### src/rtl/bwr_pkg.sv
// Shared definitions for the byte-window read adapter.
// Assumes: nothing beyond IEEE 1800-2017.
package bwr_pkg;

    localparam int BYTE_W = 8;

    typedef enum logic [1:0] {
        BWR_IDLE  = 2'd0,
        BWR_FETCH = 2'd1,
        BWR_EMIT  = 2'd2
    } bwr_state_e;

endpackage

### src/rtl/bwr_span_calc.sv
// Validates a byte window and maps it onto word indices.
// Assumes: WORD_BYTES is a power of two and ADDR_W can hold
// REGION_BASE + REGION_SIZE as a positive signed value.
module bwr_span_calc #(
    parameter int WORD_BYTES  = 4,
    parameter int REGION_BASE = 96,
    parameter int REGION_SIZE = 32,
    parameter int ADDR_W      = 12,
    parameter int IDX_W       = 6,
    parameter int LANE_W      = 2,
    parameter int CNT_W       = 6
) (
    input  logic [ADDR_W-1:0] offset_i,
    input  logic [ADDR_W-1:0] size_i,
    output logic              ok_o,
    output logic [IDX_W-1:0]  first_idx_o,
    output logic [IDX_W-1:0]  word_cnt_o,
    output logic [LANE_W-1:0] lane_o,
    output logic [CNT_W-1:0]  byte_cnt_o
);
    localparam int SUM_W = ADDR_W + 2;
    localparam int SH    = $clog2(WORD_BYTES);
    localparam logic signed [SUM_W-1:0] RSIZE_S = SUM_W'(REGION_SIZE);
    localparam logic signed [SUM_W-1:0] BASE_S  = SUM_W'(REGION_BASE);
    localparam logic signed [SUM_W-1:0] WBM1_S  = SUM_W'(WORD_BYTES - 1);

    logic signed [SUM_W-1:0] off_x;
    logic signed [SUM_W-1:0] size_x;
    logic signed [SUM_W-1:0] end_x;
    logic signed [SUM_W-1:0] adj_x;
    logic signed [SUM_W-1:0] bound_x;
    logic        [SUM_W-1:0] adj_u;
    logic        [SUM_W-1:0] bound_u;
    logic        [SUM_W-1:0] first_full;
    logic        [SUM_W-1:0] bound_full;

    // Sign-extend the operands and form the window end, adjusted start and rounded-up bound.
    always_comb begin
        off_x   = {{2{offset_i[ADDR_W-1]}}, offset_i};
        size_x  = {{2{size_i[ADDR_W-1]}}, size_i};
        end_x   = off_x + size_x;
        adj_x   = off_x + BASE_S;
        bound_x = adj_x + size_x + WBM1_S;
        adj_u   = adj_x;
        bound_u = bound_x;
    end

    // Accept only a non-negative start, a positive length and a window inside the region.
    always_comb begin
        ok_o = (off_x >= 0) && (size_x > 0) && (end_x <= RSIZE_S);
    end

    // Divide by the word size with shifts; the remainder gives the starting lane.
    always_comb begin
        first_full  = adj_u >> SH;
        bound_full  = bound_u >> SH;
        first_idx_o = first_full[IDX_W-1:0];
        word_cnt_o  = bound_full[IDX_W-1:0] - first_full[IDX_W-1:0];
        byte_cnt_o  = size_x[CNT_W-1:0];
    end

    generate
        if (SH == 0) begin : g_byte_wide
            // One-byte words: every access starts at lane zero.
            always_comb lane_o = '0;
        end else begin : g_multi_byte
            // Lane is the low address bits of the adjusted start.
            always_comb lane_o = adj_u[LANE_W-1:0];
        end
    endgenerate

endmodule

### src/rtl/bwr_lane_mux.sv
// Picks one byte lane out of a fetched word.
// Assumes: lane 0 is the least significant byte (little-endian order).
module bwr_lane_mux #(
    parameter int WORD_BYTES = 4,
    parameter int LANE_W     = 2
) (
    input  logic [8*WORD_BYTES-1:0] word_i,
    input  logic [LANE_W-1:0]       lane_i,
    output logic [7:0]              byte_o
);
    generate
        if (WORD_BYTES == 1) begin : g_pass
            logic unused_lane;
            // A single-byte word is passed through unchanged.
            always_comb begin
                byte_o      = word_i;
                unused_lane = |lane_i;
            end
        end else begin : g_select
            // Indexed part-select of the addressed lane.
            always_comb byte_o = word_i[32'(lane_i) * 8 +: 8];
        end
    endgenerate

endmodule

### src/rtl/bwr_fetch_ctrl.sv
// Sequencer: accepts a request, fetches words one by one and walks their lanes.
// Assumes: the word port acknowledges each held request exactly once, and
// the byte consumer needs no backpressure.
module bwr_fetch_ctrl
    import bwr_pkg::*;
#(
    parameter int WORD_BYTES = 4,
    parameter int IDX_W      = 6,
    parameter int LANE_W     = 2,
    parameter int CNT_W      = 6
) (
    input  logic                    clk,
    input  logic                    rst_n,
    input  logic                    req_valid_i,
    input  logic                    span_ok_i,
    input  logic [IDX_W-1:0]        first_idx_i,
    input  logic [IDX_W-1:0]        word_cnt_i,
    input  logic [LANE_W-1:0]       lane_i,
    input  logic [CNT_W-1:0]        byte_cnt_i,
    output logic                    req_ready_o,
    output logic                    rd_req_o,
    output logic [IDX_W-1:0]        rd_idx_o,
    input  logic                    rd_ack_i,
    input  logic [8*WORD_BYTES-1:0] rd_data_i,
    input  logic                    rd_err_i,
    output logic [8*WORD_BYTES-1:0] word_o,
    output logic [LANE_W-1:0]       lane_o,
    output logic                    emit_o,
    output logic                    emit_last_o,
    output logic                    done_o,
    output logic                    err_o,
    output logic [IDX_W-1:0]        words_left_o
);
    localparam logic [LANE_W-1:0] LANE_MAX = LANE_W'(WORD_BYTES - 1);

    bwr_state_e              state_q;
    logic [IDX_W-1:0]        idx_q;
    logic [IDX_W-1:0]        words_left_q;
    logic [CNT_W-1:0]        bytes_left_q;
    logic [LANE_W-1:0]       lane_q;
    logic [8*WORD_BYTES-1:0] word_q;
    logic                    done_q;
    logic                    err_q;

    // Main sequencer: idle -> fetch -> emit, looping back to fetch at each word end.
    always_ff @(posedge clk) begin
        if (!rst_n) begin
            state_q      <= BWR_IDLE;
            idx_q        <= '0;
            words_left_q <= '0;
            bytes_left_q <= '0;
            lane_q       <= '0;
            word_q       <= '0;
            done_q       <= 1'b0;
            err_q        <= 1'b0;
        end else begin
            done_q <= 1'b0;
            err_q  <= 1'b0;
            unique case (state_q)
                BWR_IDLE: begin
                    if (req_valid_i) begin
                        if (span_ok_i) begin
                            state_q      <= BWR_FETCH;
                            idx_q        <= first_idx_i;
                            words_left_q <= word_cnt_i;
                            bytes_left_q <= byte_cnt_i;
                            lane_q       <= lane_i;
                        end else begin
                            err_q <= 1'b1;
                        end
                    end
                end
                BWR_FETCH: begin
                    if (rd_ack_i) begin
                        if (rd_err_i) begin
                            err_q   <= 1'b1;
                            state_q <= BWR_IDLE;
                        end else begin
                            word_q       <= rd_data_i;
                            words_left_q <= words_left_q - 1'b1;
                            state_q      <= BWR_EMIT;
                        end
                    end
                end
                BWR_EMIT: begin
                    bytes_left_q <= bytes_left_q - 1'b1;
                    if (bytes_left_q == CNT_W'(1)) begin
                        done_q  <= 1'b1;
                        state_q <= BWR_IDLE;
                    end else if (lane_q == LANE_MAX) begin
                        lane_q  <= '0;
                        idx_q   <= idx_q + 1'b1;
                        state_q <= BWR_FETCH;
                    end else begin
                        lane_q <= lane_q + 1'b1;
                    end
                end
                default: state_q <= BWR_IDLE;
            endcase
        end
    end

    // Decode outputs from the registered state.
    always_comb begin
        req_ready_o  = (state_q == BWR_IDLE);
        rd_req_o     = (state_q == BWR_FETCH);
        rd_idx_o     = idx_q;
        emit_o       = (state_q == BWR_EMIT);
        emit_last_o  = (state_q == BWR_EMIT) && (bytes_left_q == CNT_W'(1));
        word_o       = word_q;
        lane_o       = lane_q;
        done_o       = done_q;
        err_o        = err_q;
        words_left_o = words_left_q;
    end

endmodule

### src/rtl/byte_window_reader.sv
// Top: serves byte windows of a fixed region from a word-granular read port.
// Assumes: one request at a time; the word port is single outstanding.
module byte_window_reader #(
    parameter  int WORD_BYTES  = 4,
    parameter  int REGION_BASE = 96,
    parameter  int REGION_SIZE = 32,
    parameter  int ADDR_W      = 12,
    localparam int END_BYTES   = REGION_BASE + REGION_SIZE,
    localparam int IDX_W       = $clog2(END_BYTES / WORD_BYTES + 2),
    localparam int LANE_W      = (WORD_BYTES > 1) ? $clog2(WORD_BYTES) : 1,
    localparam int CNT_W       = $clog2(REGION_SIZE + 1)
) (
    input  logic                    clk,
    input  logic                    rst_n,
    input  logic                    req_valid,
    output logic                    req_ready,
    input  logic [ADDR_W-1:0]       req_offset,
    input  logic [ADDR_W-1:0]       req_size,
    output logic                    rd_req,
    output logic [IDX_W-1:0]        rd_idx,
    input  logic                    rd_ack,
    input  logic [8*WORD_BYTES-1:0] rd_data,
    input  logic                    rd_err,
    output logic                    out_valid,
    output logic [7:0]              out_byte,
    output logic                    out_last,
    output logic                    resp_done,
    output logic                    resp_err
);
    logic                    span_ok;
    logic [IDX_W-1:0]        first_idx;
    logic [IDX_W-1:0]        word_cnt;
    logic [LANE_W-1:0]       start_lane;
    logic [CNT_W-1:0]        byte_cnt;
    logic [8*WORD_BYTES-1:0] held_word;
    logic [LANE_W-1:0]       cur_lane;
    logic [IDX_W-1:0]        words_left;

    bwr_span_calc #(
        .WORD_BYTES (WORD_BYTES),
        .REGION_BASE(REGION_BASE),
        .REGION_SIZE(REGION_SIZE),
        .ADDR_W     (ADDR_W),
        .IDX_W      (IDX_W),
        .LANE_W     (LANE_W),
        .CNT_W      (CNT_W)
    ) u_span (
        .offset_i   (req_offset),
        .size_i     (req_size),
        .ok_o       (span_ok),
        .first_idx_o(first_idx),
        .word_cnt_o (word_cnt),
        .lane_o     (start_lane),
        .byte_cnt_o (byte_cnt)
    );

    bwr_fetch_ctrl #(
        .WORD_BYTES(WORD_BYTES),
        .IDX_W     (IDX_W),
        .LANE_W    (LANE_W),
        .CNT_W     (CNT_W)
    ) u_ctrl (
        .clk         (clk),
        .rst_n       (rst_n),
        .req_valid_i (req_valid),
        .span_ok_i   (span_ok),
        .first_idx_i (first_idx),
        .word_cnt_i  (word_cnt),
        .lane_i      (start_lane),
        .byte_cnt_i  (byte_cnt),
        .req_ready_o (req_ready),
        .rd_req_o    (rd_req),
        .rd_idx_o    (rd_idx),
        .rd_ack_i    (rd_ack),
        .rd_data_i   (rd_data),
        .rd_err_i    (rd_err),
        .word_o      (held_word),
        .lane_o      (cur_lane),
        .emit_o      (out_valid),
        .emit_last_o (out_last),
        .done_o      (resp_done),
        .err_o       (resp_err),
        .words_left_o(words_left)
    );

    bwr_lane_mux #(
        .WORD_BYTES(WORD_BYTES),
        .LANE_W    (LANE_W)
    ) u_mux (
        .word_i(held_word),
        .lane_i(cur_lane),
        .byte_o(out_byte)
    );

endmodule

### config.mk
export PLATFORM = sky130hd
export DESIGN_NAME = byte_window_reader
export DESIGN_NICKNAME = d
export VERILOG_FILES = /design/src/rtl/bwr_pkg.sv /design/src/rtl/bwr_span_calc.sv /design/src/rtl/bwr_lane_mux.sv /design/src/rtl/bwr_fetch_ctrl.sv /design/src/rtl/byte_window_reader.sv
export SDC_FILE = /design/constraint.sdc
export NUM_CORES = 1
export LEC_CHECK = 0
export BUFFER_PORTS_ARGS = -buffer_cell sky130_fd_sc_hd__clkbuf_2
export CAP_MARGIN = 20
export CORE_UTILIZATION = 40
export DETAILED_ROUTE_END_ITERATION = 12
export SETUP_SLACK_MARGIN = 0.3
export SYNTH_ARGS = -nofsm -noshare
export SYNTH_HDL_FRONTEND = slang
export SYNTH_HIERARCHICAL = 1
export SYNTH_SLANG_ARGS = --single-unit
export TNS_END_PERCENT = 100
### constraint.sdc
create_clock -name clk -period 9.2 [get_ports clk]
set_input_delay 0.46 -clock clk [delete_from_list [all_inputs] [get_ports clk]]
set_output_delay 0.46 -clock clk [all_outputs]
set_load 0.02 [all_outputs]
[After elaboration in Yosys (flattened, before gate mapping)]
Cells that the tools add are included.
Operators by class
  bitwise logic cells: 1
  eq/ne operators: 10
  reductions and logical operators: 11
  $add $sub $neg: 5
  muxes and demuxes: 26
  shifts and indexed selects: 1
  magnitude comparators: 3
Operators with widths (count)
  $mux W6: 6
  $shiftx A32 B6 Y8: 1
  $pmux W6 S2: 2
  $mux W2: 10
  $le A14 B7 Y1 const B: 1
  $add A12 B12 Y13: 1
  $ge A12 B1 Y1 const B: 1
  $gt A12 B1 Y1 const B: 1
  $add A8 B8 Y8 const B: 1
  $reduce_and A4 Y1: 2
  $add A6 B1 Y6 const B: 1
  $eq A6 B1 Y1 const B: 1
  $ne A2 B1 Y1 const B: 3
  $pmux W2 S3: 1
  $reduce_and A3 Y1: 2
  $sub A6 B1 Y6 const B: 1
  $mux W1: 5
  $reduce_and A5 Y1: 1
  $eq A2 B2 Y1 const B: 2
  $ne A2 B2 Y1 const B: 2
  $pmux W2 S2: 1
  $logic_and A1 B1 Y1: 3
  $ne A3 B1 Y1 const B: 1
  $add A2 B1 Y2 const B: 1
  other kinds (6): 6
Storage, ports and cells
  output and inout bits: 20
  bits in registers: 50
  word-level logic and storage cells: 64
  input bits: 61

[Longest topological paths before layout]
Gate-level depths: netlist of run 1.
  word-level depth: 6
  mapped depth: 14
  depth with buffers taken out: 13

[Modules after synthesis]
Netlist of run 1, hierarchy kept.
By module, submodules not included
  bwr_fetch_ctrl: times used 1, area an instance 2657.5 µm², sequential area each 1121.1 µm², cells each 328
  bwr_span_calc: times used 1, area an instance 1258.7 µm², sequential area each 0.0 µm², cells each 165
  bwr_lane_mux: times used 1, area an instance 196.4 µm², sequential area each 0.0 µm², cells each 10

[Least setup slack after synthesis of run 1]
OpenSTA, ideal clock, no wires.
  kind: input to register
  start: in req_offset[2]
  end: reg, netlist name u_ctrl/words_left_o[5]
  stages: 16
  buffers on the path: 0
  path slack: 5.853 ns
  data required time: 9.084 ns
  data arrival time: 3.231 ns
  setup time: 0.116 ns
  cell sequence: ha_1 > nand2b_1 > nor2b_1 > ha_1 > nor2_1 > xor2_1 > ha_1 > nor2b_1 > o21ai_1 > a21boi_0 > or4_1 > nand3_1 > xnor2_1 > nand2_1 > o41ai_1 > a31o_2
RTL lines
  from (decl): line byte_window_reader.sv:17  | input logic [ADDR_W-1:0] req_offset,

[Worst setup path after layout of run 1]
  start: in req_size[3]
  end: reg u_ctrl.idx_q[2], in the netlist u_ctrl/rd_idx_o[2]
Between the ends
  cells in the longest elaborated chain, start to end: 5
  elaborated cells on any way between the ends: 7
  those cells by class: add/sub: 1; order compare: 2; eq/ne: 1; reduce/logical: 3
Ends and longest elaborated chain
  from (decl): line byte_window_reader.sv:18  | input logic [ADDR_W-1:0] req_size,
  $add A12 B12 Y13 or $gt A12 B1 Y1 (tied branches): line bwr_span_calc.sv:41, bwr_span_calc.sv:50
  $le A14 B7 Y1 or $logic_and A1 B1 Y1 (tied branches): line bwr_span_calc.sv:50  | ok_o = (off_x >= 0) && (size_x > 0) && (end_x <= RSIZE_S);
  $logic_and A1 B1 Y1 (*): line bwr_span_calc.sv:50
  via span_ok: line byte_window_reader.sv:30  | logic span_ok;
  $ne A2 B1 Y1 (no source line) (*)
  $reduce_and A5 Y1 (no source line) (*)
  to (signal assigned): line bwr_fetch_ctrl.sv:64  | idx_q <= first_idx_i;
  to (signal assigned): line bwr_fetch_ctrl.sv:92  | idx_q <= idx_q + 1'b1;
  to (decl): line bwr_fetch_ctrl.sv:37  | logic [IDX_W-1:0] idx_q;
Mark *: on every way through the listed nets, which the timed path passes. The rest lies on a longest branch.
A chain may end at the register's enable or synchronous reset.

==> results of run 1 <==
-- metal layers --
| metal | global-route usage (%) | vias to the layer above |
|---|---|---|
| li1 | - | 1509 |
| met1 | 26.17 | 1413 |
| met2 | 31.68 | 106 |
| met3 | 2.520 | 8 |
| met4 | 6.538 | 0 |
| met5 | 0 | - |
-- power by group through the flow --
stage | combinational, uW | sequential (uW) | clock, uW
after floorplan | 60.0 | 228 | 0
after global placement | 84.8 | 229 | 0
after detailed placement | 85.0 | 230 | 0
after CTS | 85.3 | 224 | 130
after global routing | 94.8 | 225 | 138
final | 85.6 | 224 | 123
-- placed cells by master, fill, tap and decap left out, drive strengths merged, types with 5 or more instances in the layout --
cell type  count
a211oi         8
a21oi         53
clkbuf        85
dfxtp         50
ha            20
inv           22
mux4           8
nand2         87
nand2b         5
nand3          7
nor2          16
nor3          10
nor3b          5
nor4           6
o21ai         13
xor2           5
-- sequential cells by signal (all words and copies together) (netlist names) --
name,flops
u_ctrl/rd_idx_o,6
u_ctrl/state_q,2
u_ctrl/err_o,1
u_ctrl/done_o,1
u_ctrl/word_o,32
u_ctrl/lane_o,2
u_ctrl/bytes_left_q,6
-- cell type report --
class	count	area, um^2
Clock buffer	5	68.82
Clock inverter	2	15.01
Fill cell	805	4180
Inverter	22	82.58
Multi-Input combinational cell	298	1989
Sequential cell	50	1001
Tap cell	102	127.6
Timing Repair Buffer	83	422.9
-- stage by stage --
step           hold slack, ps  total power (uW)
3_5_place_dp            443.7             314.5
4_1_cts                 354.0             439.4
6_report                366.3             433.0
2_1_floorplan           433.1             288.3
3_3_place_gp            439.1             314.3
5_1_grt                 355.8             457.6
-- critical path, delay by kind of cell --
kind	cells	cell delay (ps)
adder cells (fa/ha/maj)	2	580
AO/OA/AOI/OAI	6	1340
AND/OR/NAND/NOR	4	1260
buffers and inverters	1	120
-- final timing paths --
check	startpoint	to	slack, ps	cells past startpoint
worst min register to register	u_ctrl/word_o[16]$_SDFFE_PN0P_	u_ctrl/word_o[16]$_SDFFE_PN0P_	450	2
worst min-delay path	rd_data[25]	u_ctrl/word_o[25]$_SDFFE_PN0P_	370	3
worst max-delay path	req_size[3]	u_ctrl/rd_idx_o[2]$_SDFFE_PN0P_	5640	13
worst max register to register	u_ctrl/state_q[1]$_SDFFE_PN0P_	u_ctrl/rd_idx_o[4]$_SDFFE_PN0P_	7150	4
==> results.json, run 1 <==
{
  "routed_wirelength_um": 8089,
  "wl_met3_um": 411,
  "internal-power_uw": 308.7,
  "nets": 545,
  "worstPathRequired_ps": 9410,
  "portBuffers": 80,
  "cts_tree": "yes",
  "clock_path_buffers": 2,
  "p_sw_share_pct": 28.72,
  "p_seq_share_pct": 51.8,
  "drt_iter0_drc": 177,
  "routed_via_density": 5.402,
  "grt_use_total_pct": 19.34,
  "skew_ps": 6.889,
  "firstDrtPassIters": 4,
  "syn_to_final_growth_pct": 11.64,
  "hpwl_um": 6119,
  "placed_cell_area_mm2": 0.003623,
  "cts_inserted_buffers": 5,
  "crit_path_end_kind": "register",
  "root_buffer": "clkbuf_8",
  "grt_pass1_wl_um": 13380,
  "worst-path-max-fanout": 14,
  "power_density_mw_per_mm2": 116.8,
  "period_needed_ps": 3556,
  "rows": 32,
  "numClockSinks": 50,
  "syn_nets": 489,
  "crit_path_top_delay_cell": "nor2_1",
  "setup_ws_ps": 5644,
  "clock.fmax_mhz": 281.2,
  "slew_headroom_pct": 42.77,
  "top_layer": "met4",
  "htreeDepth": 2,
  "maxSlewViolCount": 0,
  "wl_met2_um": 3829,
  "finalCoreUtilization_pct": 47.00,
  "met1_length_um": 3724,
  "final_cells": 562,
  "peakVddDrop_mv": 0.05533,
  "cts_resized": 0,
  "path_class": "in -> reg",
  "rsz0062_at_grt": "false",
  "fin_tns_setup_ps": 0,
  "antenna_found_initial": 0,
  "finalSetupViolations": 0,
  "outcome": "complete, no violations",
  "cts_setup_buffers": 0,
  "comb_power_share_pct": 19.8,
  "power.switching_uw": 124.3,
  "detail_route.wl_per_cell_um": 14.39,
  "power.static_leakage_uw": 0.001503,
  "post-route-period-util_pct": 38.66,
  "tightest_slew_ps": 855.2,
  "io_pins": 81,
  "hold_viol_final": 0,
  "remaining_drc_errors": 0,
  "vias": 3036,
  "design_area_mm2": 0.003707,
  "hold_path.class": "in -> reg",
  "avgSynthCellArea_um2": 8.220,
  "max-cap-violations": 0,
  "gr-total-overflow": 0,
  "cpPeakStageDelay_ps": 670,
  "die_width_um": 93.12,
  "place_inst": 555,
  "synth_cells": 404,
  "clock_power_share_pct": 28.4,
  "die_h_um": 93.12,
  "drive_gt1_share_pct": 25.00,
  "crit_path_frequent_cell": "nand2_1",
  "crit_path_start_kind": "input pin",
  "grt_start_max_net_pins": 45,
  "ys_warn_count": 6,
  "place_ws_ps": 5346,
  "first_global_vias": 2851,
  "syn_area_mm2": 0.003321,
  "clk_pin_slew_ps": 90,
  "cp.arrival_ps": 3760,
  "coreArea_mm2": 0.007888,
  "num_antenna_cells": 0,
  "cp_cell_sequence": "clkbuf_2 > ha_1 > fa_1 > nand2_1 > o21ai_1 > a41oi_1 > and4b_2 > a211oi_1 > o41ai_2 > a21oi_1 > nor2_1 > nand2_1 > o32ai_1",
  "drt.antenna.violating_nets": 0,
  "insertion_delay_ps": 300,
  "gp_congestion": 0.9009,
  "start_util_pct": 42.10,
  "cts_hold_buf": 0,
  "die-area_mm2": 0.008670
}
(Power assumes the default switching activity.)
==> inputs of run 2 (changes only) <==
Clock period 9.2 ns to 3.22 ns, I/O delays scaled along.
==> run 2 against run 1 <==
  * Hold slack got worse by 300 ps
  * First-iteration DRC count shrank 6.2%
  * Critical path type unchanged
  * Utilization grew 1.8 points
  * Highest routed layer unchanged
  * Sequential power grew to 2.8 times the previous value
  * Sequential share of layout area is 0.99 points lower
  * Total power grew to 3.2 times the previous value
  * Register-to-register slack lost 5900 ps
  * Clock power grew to 3.8 times the previous value
==> results.json, run 2 (synthesis gave the netlist of run 1 again) <==
{
  "whs_path_depth": 3,
  "worst-path-max-fanout": 12,
  "cts_inserted_buffers": 5,
  "hold_viol_final": 0,
  "wl_met3_um": 372,
  "syn_to_final_growth_pct": 15.90,
  "gr-total-overflow": 0,
  "cts_hold_buf": 0,
  "detail_route.wl_per_cell_um": 14.65,
  "crit_path_start_kind": "input pin",
  "largest_reg_flops": 32,
  "finalCoreUtilization_pct": 48.79,
  "grt_pass1_wl_um": 13720,
  "routed_via_density": 5.339,
  "die-area_mm2": 0.008670,
  "min_from": "rd_data[26]",
  "root_buffer": "clkbuf_8",
  "fill_cells": 786,
  "vias": 3054,
  "outcome": "complete, no violations",
  "period_needed_ps": 2713,
  "clk_pin_slew_ps": 100,
  "first_global_vias": 2861,
  "num_antenna_cells": 0,
  "die_width_um": 93.12,
  "r2r-start": "u_ctrl/state_q[0]$_SDFFE_PN0P_",
  "worstRegToRegCells": 4,
  "remaining_drc_errors": 0,
  "total_power_uw": 1364,
  "final_common_cell": "nand2_1",
  "tightest_slew_ps": 856.5,
  "wl_met2_um": 3933,
  "clock_power_share_pct": 33.9,
  "p_sw_share_pct": 28.23,
  "holdPathEnd": "u_ctrl/word_o[26]$_SDFFE_PN0P_",
  "cp_cell_sequence": "clkbuf_2 > ha_1 > fa_1 > nand3_2 > a221oi_2 > or3_1 > nand2_1 > nand4_1 > o41ai_4 > a21oi_2 > or2_4 > nor3_1 > o32ai_2",
  "layout.area.seq_mm2": 0.001001,
  "met1_length_um": 3917,
  "antenna_found_initial": 0,
  "top_layer": "met4",
  "r2r_slack_ps": 1220,
  "drt_iter0_drc": 166,
  "skew_ps": 4.382,
  "cts_tree": "yes",
  "worstPathRequired_ps": 3390,
  "grt_start_max_net_pins": 34,
  "nets": 554,
  "finalSetupViolations": 0,
  "final_cell_mix": "87 x nand2_1, 80 x clkbuf_2, 50 x a21oi_1, 50 x dfxtp_1, 20 x ha_1",
  "design_area_mm2": 0.003849,
  "clock_path_buffers": 2,
  "insertion_delay_ps": 310,
  "grt_use_total_pct": 19.97,
  "fin_tns_setup_ps": 0,
  "start_util_pct": 42.10,
  "cpPeakStageDelay_ps": 450,
  "startpoint": "req_offset[0]",
  "slew_headroom_pct": 42.84,
  "rsz0062_at_grt": "false",
  "rows": 32,
  "gp_congestion": 0.8752,
  "crit_path_end_kind": "register",
  "drt.antenna.violating_nets": 0,
  "routed_wirelength_um": 8378,
  "drive_gt1_share_pct": 27.87,
  "numClockSinks": 50,
  "post-route-period-util_pct": 84.25,
  "power.switching_uw": 385.1,
  "peakVddDrop_mv": 0.1995,
  "hpwl_um": 6437,
  "r2r-end": "u_ctrl/lane_o[1]$_SDFFE_PN0P_",
  "path_delay_family": "simple AND/OR/NAND/NOR gates",
  "path_buf_inv": 1,
  "max-cap-violations": 0,
  "comb_power_share_pct": 19.3,
  "cp.arrival_ps": 2880,
  "internal-power_uw": 978.9,
  "io_pins": 81,
  "coreArea_mm2": 0.007888,
  "crit_path_top_delay_cell": "fa_1",
  "path_class": "in -> reg",
  "fin_hold_ws_ps": 63.79,
  "power_density_mw_per_mm2": 354.4,
  "clock.fmax_mhz": 368.6,
  "die_h_um": 93.12,
  "multi_input_area_mm2": 0.002031,
  "p_seq_share_pct": 46.8,
  "power.static_leakage_uw": 0.001599,
  "firstDrtPassIters": 4,
  "maxSlewViolCount": 0,
  "portBuffers": 80,
  "hold_path.class": "in -> reg",
  "htreeDepth": 2,
  "placed_cell_area_mm2": 0.003684
}
## run 2: cell types whose count changed in the layout (fill, tap and decap cells not counted), sizes merged
cell,change
buf,+9
bufinv,+1
inv,+2
clkinvlp,-2
## run 2: power groups by stage
stage | combinational [uW] | clock, uW | sequential, uW
2_1_floorplan | 172 | 0 | 652
3_3_place_gp | 252 | 0 | 652
3_5_place_dp | 254 | 0 | 652
4_1_cts | 255 | 471 | 638
5_1_grt | 292 | 497 | 640
6_report | 264 | 462 | 638
## run 2: area by class of cell
class                   count  area share, %
flip-flops and latches     50          26.01
repair buffers             92          12.74
clock buffers               5          1.788
multi-input cells         298          52.76
clock inverters             3          1.235
inverters                  22          2.146
well taps                 102          3.316
## run 2: worst max-delay path by stage
stage          cells past startpoint  slack, ps                                   to
6_report                          13        510      u_ctrl/rd_idx_o[2]$_SDFFE_PN0P_
5_1_grt                           13        310      u_ctrl/rd_idx_o[2]$_SDFFE_PN0P_
2_1_floorplan                     13        450  u_ctrl/bytes_left_q[1]$_SDFFE_PN0P_
3_3_place_gp                      13        180      u_ctrl/rd_idx_o[5]$_SDFFE_PN0P_
3_5_place_dp                      13         10  u_ctrl/bytes_left_q[1]$_SDFFE_PN0P_
4_1_cts                           13        350  u_ctrl/bytes_left_q[1]$_SDFFE_PN0P_
## run 2: metal layers
metal | vias up | global-route usage (%)
met2 | 79 | 33.15
met4 | 0 | 7.051
li1 | 1529 | -
met1 | 1434 | 26.92
met3 | 12 | 2.033
met5 | - | 0
## run 2: through the flow
step,setup slack (ps),cells
finish,507.2,572
global route,312.5,572
CTS,347.7,571
detailed placement,12.30,563
global placement,181.9,563
floorplan,446.8,404
## run 2: tightest hold or removal path, cell delays in order
cell	delay, ps
clkbuf_2	80
nand2_1	40
a21oi_1	50
## run 2: repair_timing
| action | 4_1_cts | 5_1_grt |
|---|---|---|
| endpoints found under the setup margin | 0 | 14 |
| gates resized for setup | 0 | 8 |
| setup buffers | 0 | 1 |
==> inputs of run 3 (changes only) <==
Clock period 3.22 ns to 2.6 ns, I/O delays scaled along.
==> run 3 against run 2 <==
  * Combinational power rose by 64%
  * Sequential share of layout area fell by 3.3 points
  * Largest power group unchanged
  * Routed wire length rose by 5.2%
  * Critical path type unchanged
  * Hold slack got worse by 36 ps
  * Global-route usage increased by 0.37 points
  * Total power is 23% higher
==> results.json, run 3 (synthesis gave the netlist of run 1 again) <==
{
  "fill_cells": 723,
  "routed_wirelength_um": 8817,
  "numClockSinks": 50,
  "num_antenna_cells": 0,
  "fin_hold_ws_ps": 28.08,
  "peakVddDrop_mv": 0.1854,
  "final_cell_mix": "84 x nand2_1, 72 x clkbuf_2, 52 x buf_4, 50 x dfxtp_1, 46 x a21oi_1",
  "tightest_slew_ps": 475.8,
  "post-route-period-util_pct": 96.16,
  "grt_start_max_net_pins": 34,
  "path_delay_family": "simple AND/OR/NAND/NOR gates",
  "path_buf_inv": 1,
  "root_buffer": "clkbuf_8",
  "final_common_cell": "nand2_1",
  "coreArea_mm2": 0.007888,
  "io_pins": 81,
  "worstRegToRegCells": 6,
  "cts_hold_buf": 0,
  "max-cap-violations": 0,
  "first_global_vias": 3041,
  "drt.antenna.violating_nets": 0,
  "crit_path_start_kind": "input pin",
  "hpwl_um": 6546,
  "largest_reg_flops": 32,
  "drive_gt1_share_pct": 39.33,
  "maxSlewViolCount": 0,
  "path_class": "in -> reg",
  "crit_path_end_kind": "register",
  "clk_pin_slew_ps": 90,
  "hold_path.class": "in -> reg",
  "cpPeakStageDelay_ps": 440,
  "outcome": "complete, no violations",
  "antenna_found_initial": 0,
  "insertion_delay_ps": 310,
  "hold_viol_final": 0,
  "finalSetupViolations": 0,
  "period_needed_ps": 2500,
  "detail_route.wl_per_cell_um": 14.38,
  "worstPathRequired_ps": 2850,
  "portBuffers": 80,
  "die-area_mm2": 0.008670,
  "nets": 596,
  "drt_iter0_drc": 209,
  "rsz0062_at_grt": "true",
  "vias": 3244,
  "r2r_slack_ps": 730,
  "gp_congestion": 0.8481,
  "whs_path_depth": 3,
  "skew_ps": 4.243,
  "remaining_drc_errors": 0,
  "cp.arrival_ps": 2750,
  "routed_via_density": 5.292,
  "syn_to_final_growth_pct": 32.63,
  "slew_headroom_pct": 68.24,
  "finalCoreUtilization_pct": 55.84,
  "crit_path_top_delay_cell": "o41ai_4",
  "die_h_um": 93.12,
  "grt_use_total_pct": 20.34,
  "firstDrtPassIters": 5,
  "die_width_um": 93.12,
  "clock_path_buffers": 2,
  "cp.depth": 13,
  "gr-total-overflow": 0,
  "htreeDepth": 2,
  "worst-path-max-fanout": 6,
  "cts_inserted_buffers": 5,
  "cp_cell_sequence": "buf_8 > ha_4 > fa_2 > nor2b_4 > a221oi_2 > or3_1 > nand2_1 > nand4_1 > o41ai_4 > a21oi_2 > or2_4 > nor3_2 > o221a_1",
  "start_util_pct": 42.10,
  "rows": 32,
  "power.static_leakage_uw": 0.001832,
  "cts_tree": "yes",
  "grt_pass1_wl_um": 14090,
  "power_density_mw_per_mm2": 380.1,
  "clock.fmax_mhz": 400.0
}
==> run 3: metal layers <==
layer / track usage, % / wire length, um
met1: 27.47 / 4154
met2: 33.39 / 4179
met3: 3.252 / 381
met4: 5.897 / 101
met5: 0 / 0
==> run 3: worst register-to-register path: cells and delay by family, from the launching register on <==
family	cells	cell delay (ps)
and+or+nand+nor	2	460
adders and majority gates	1	180
AOI/OAI and AO/OA	2	670
buffers and inverters	1	110
DFF	1	340
==> run 3: path summary, 6_finish.rpt <==
| kind | start | to |
|---|---|---|
| max | req_offset[4] | u_ctrl/rd_idx_o[0]$_SDFFE_PN0P_ |
| min reg2reg | u_ctrl/word_o[25]$_SDFFE_PN0P_ | u_ctrl/word_o[25]$_SDFFE_PN0P_ |
| min | rd_data[0] | u_ctrl/word_o[0]$_SDFFE_PN0P_ |
| max reg2reg | u_ctrl/bytes_left_q[1]$_SDFFE_PN0P_ | u_ctrl/rd_idx_o[0]$_SDFFE_PN0P_ |
==> run 3: report_power, final <==
part	switching, uW	total, uW	internal [uW]
Combinational	218	434	217
Clock	266	453	186
Sequential	9.94	787	777
==> run 3: timing repair <==
action / 4_1_cts / 5_1_grt
endpoints found under the setup margin: 14 / 17
cloned: 1 / 0
pin swaps: 16 / 8
resized for setup: 18 / 27
buffers inserted: 3 / 1
==> run 3: layout make-up <==
cell class | instances | area (um^2) | share of cell area (%)
clock buffers | 5 | 68.82 | 1.563
clock inverters | 2 | 13.76 | 0.3125
inverters | 22 | 82.58 | 1.875
multi-input cells | 299 | 2236 | 50.77
flip-flops and latches | 50 | 1001 | 22.73
well taps | 102 | 127.6 | 2.898
repair buffers | 133 | 874.6 | 19.86
==> run 3: stage by stage <==
| step | total power (uW) | setup TNS [ps] | cells | setup slack, ps | instance area, um^2 |
|---|---|---|---|---|---|
| floorplan | 1031 | 0 | 404 | 42.67 | 3407 |
| detailed placement | 1189 | -2523 | 601 | -249.6 | 4055 |
| global route | 1750 | -20.95 | 613 | -8.924 | 4404 |
| CTS | 1657 | 0 | 612 | 107.6 | 4265 |
| finish | 1674 | 0 | 613 | 99.93 | 4404 |
| global placement | 1183 | -1961 | 601 | -207.9 | 4055 |
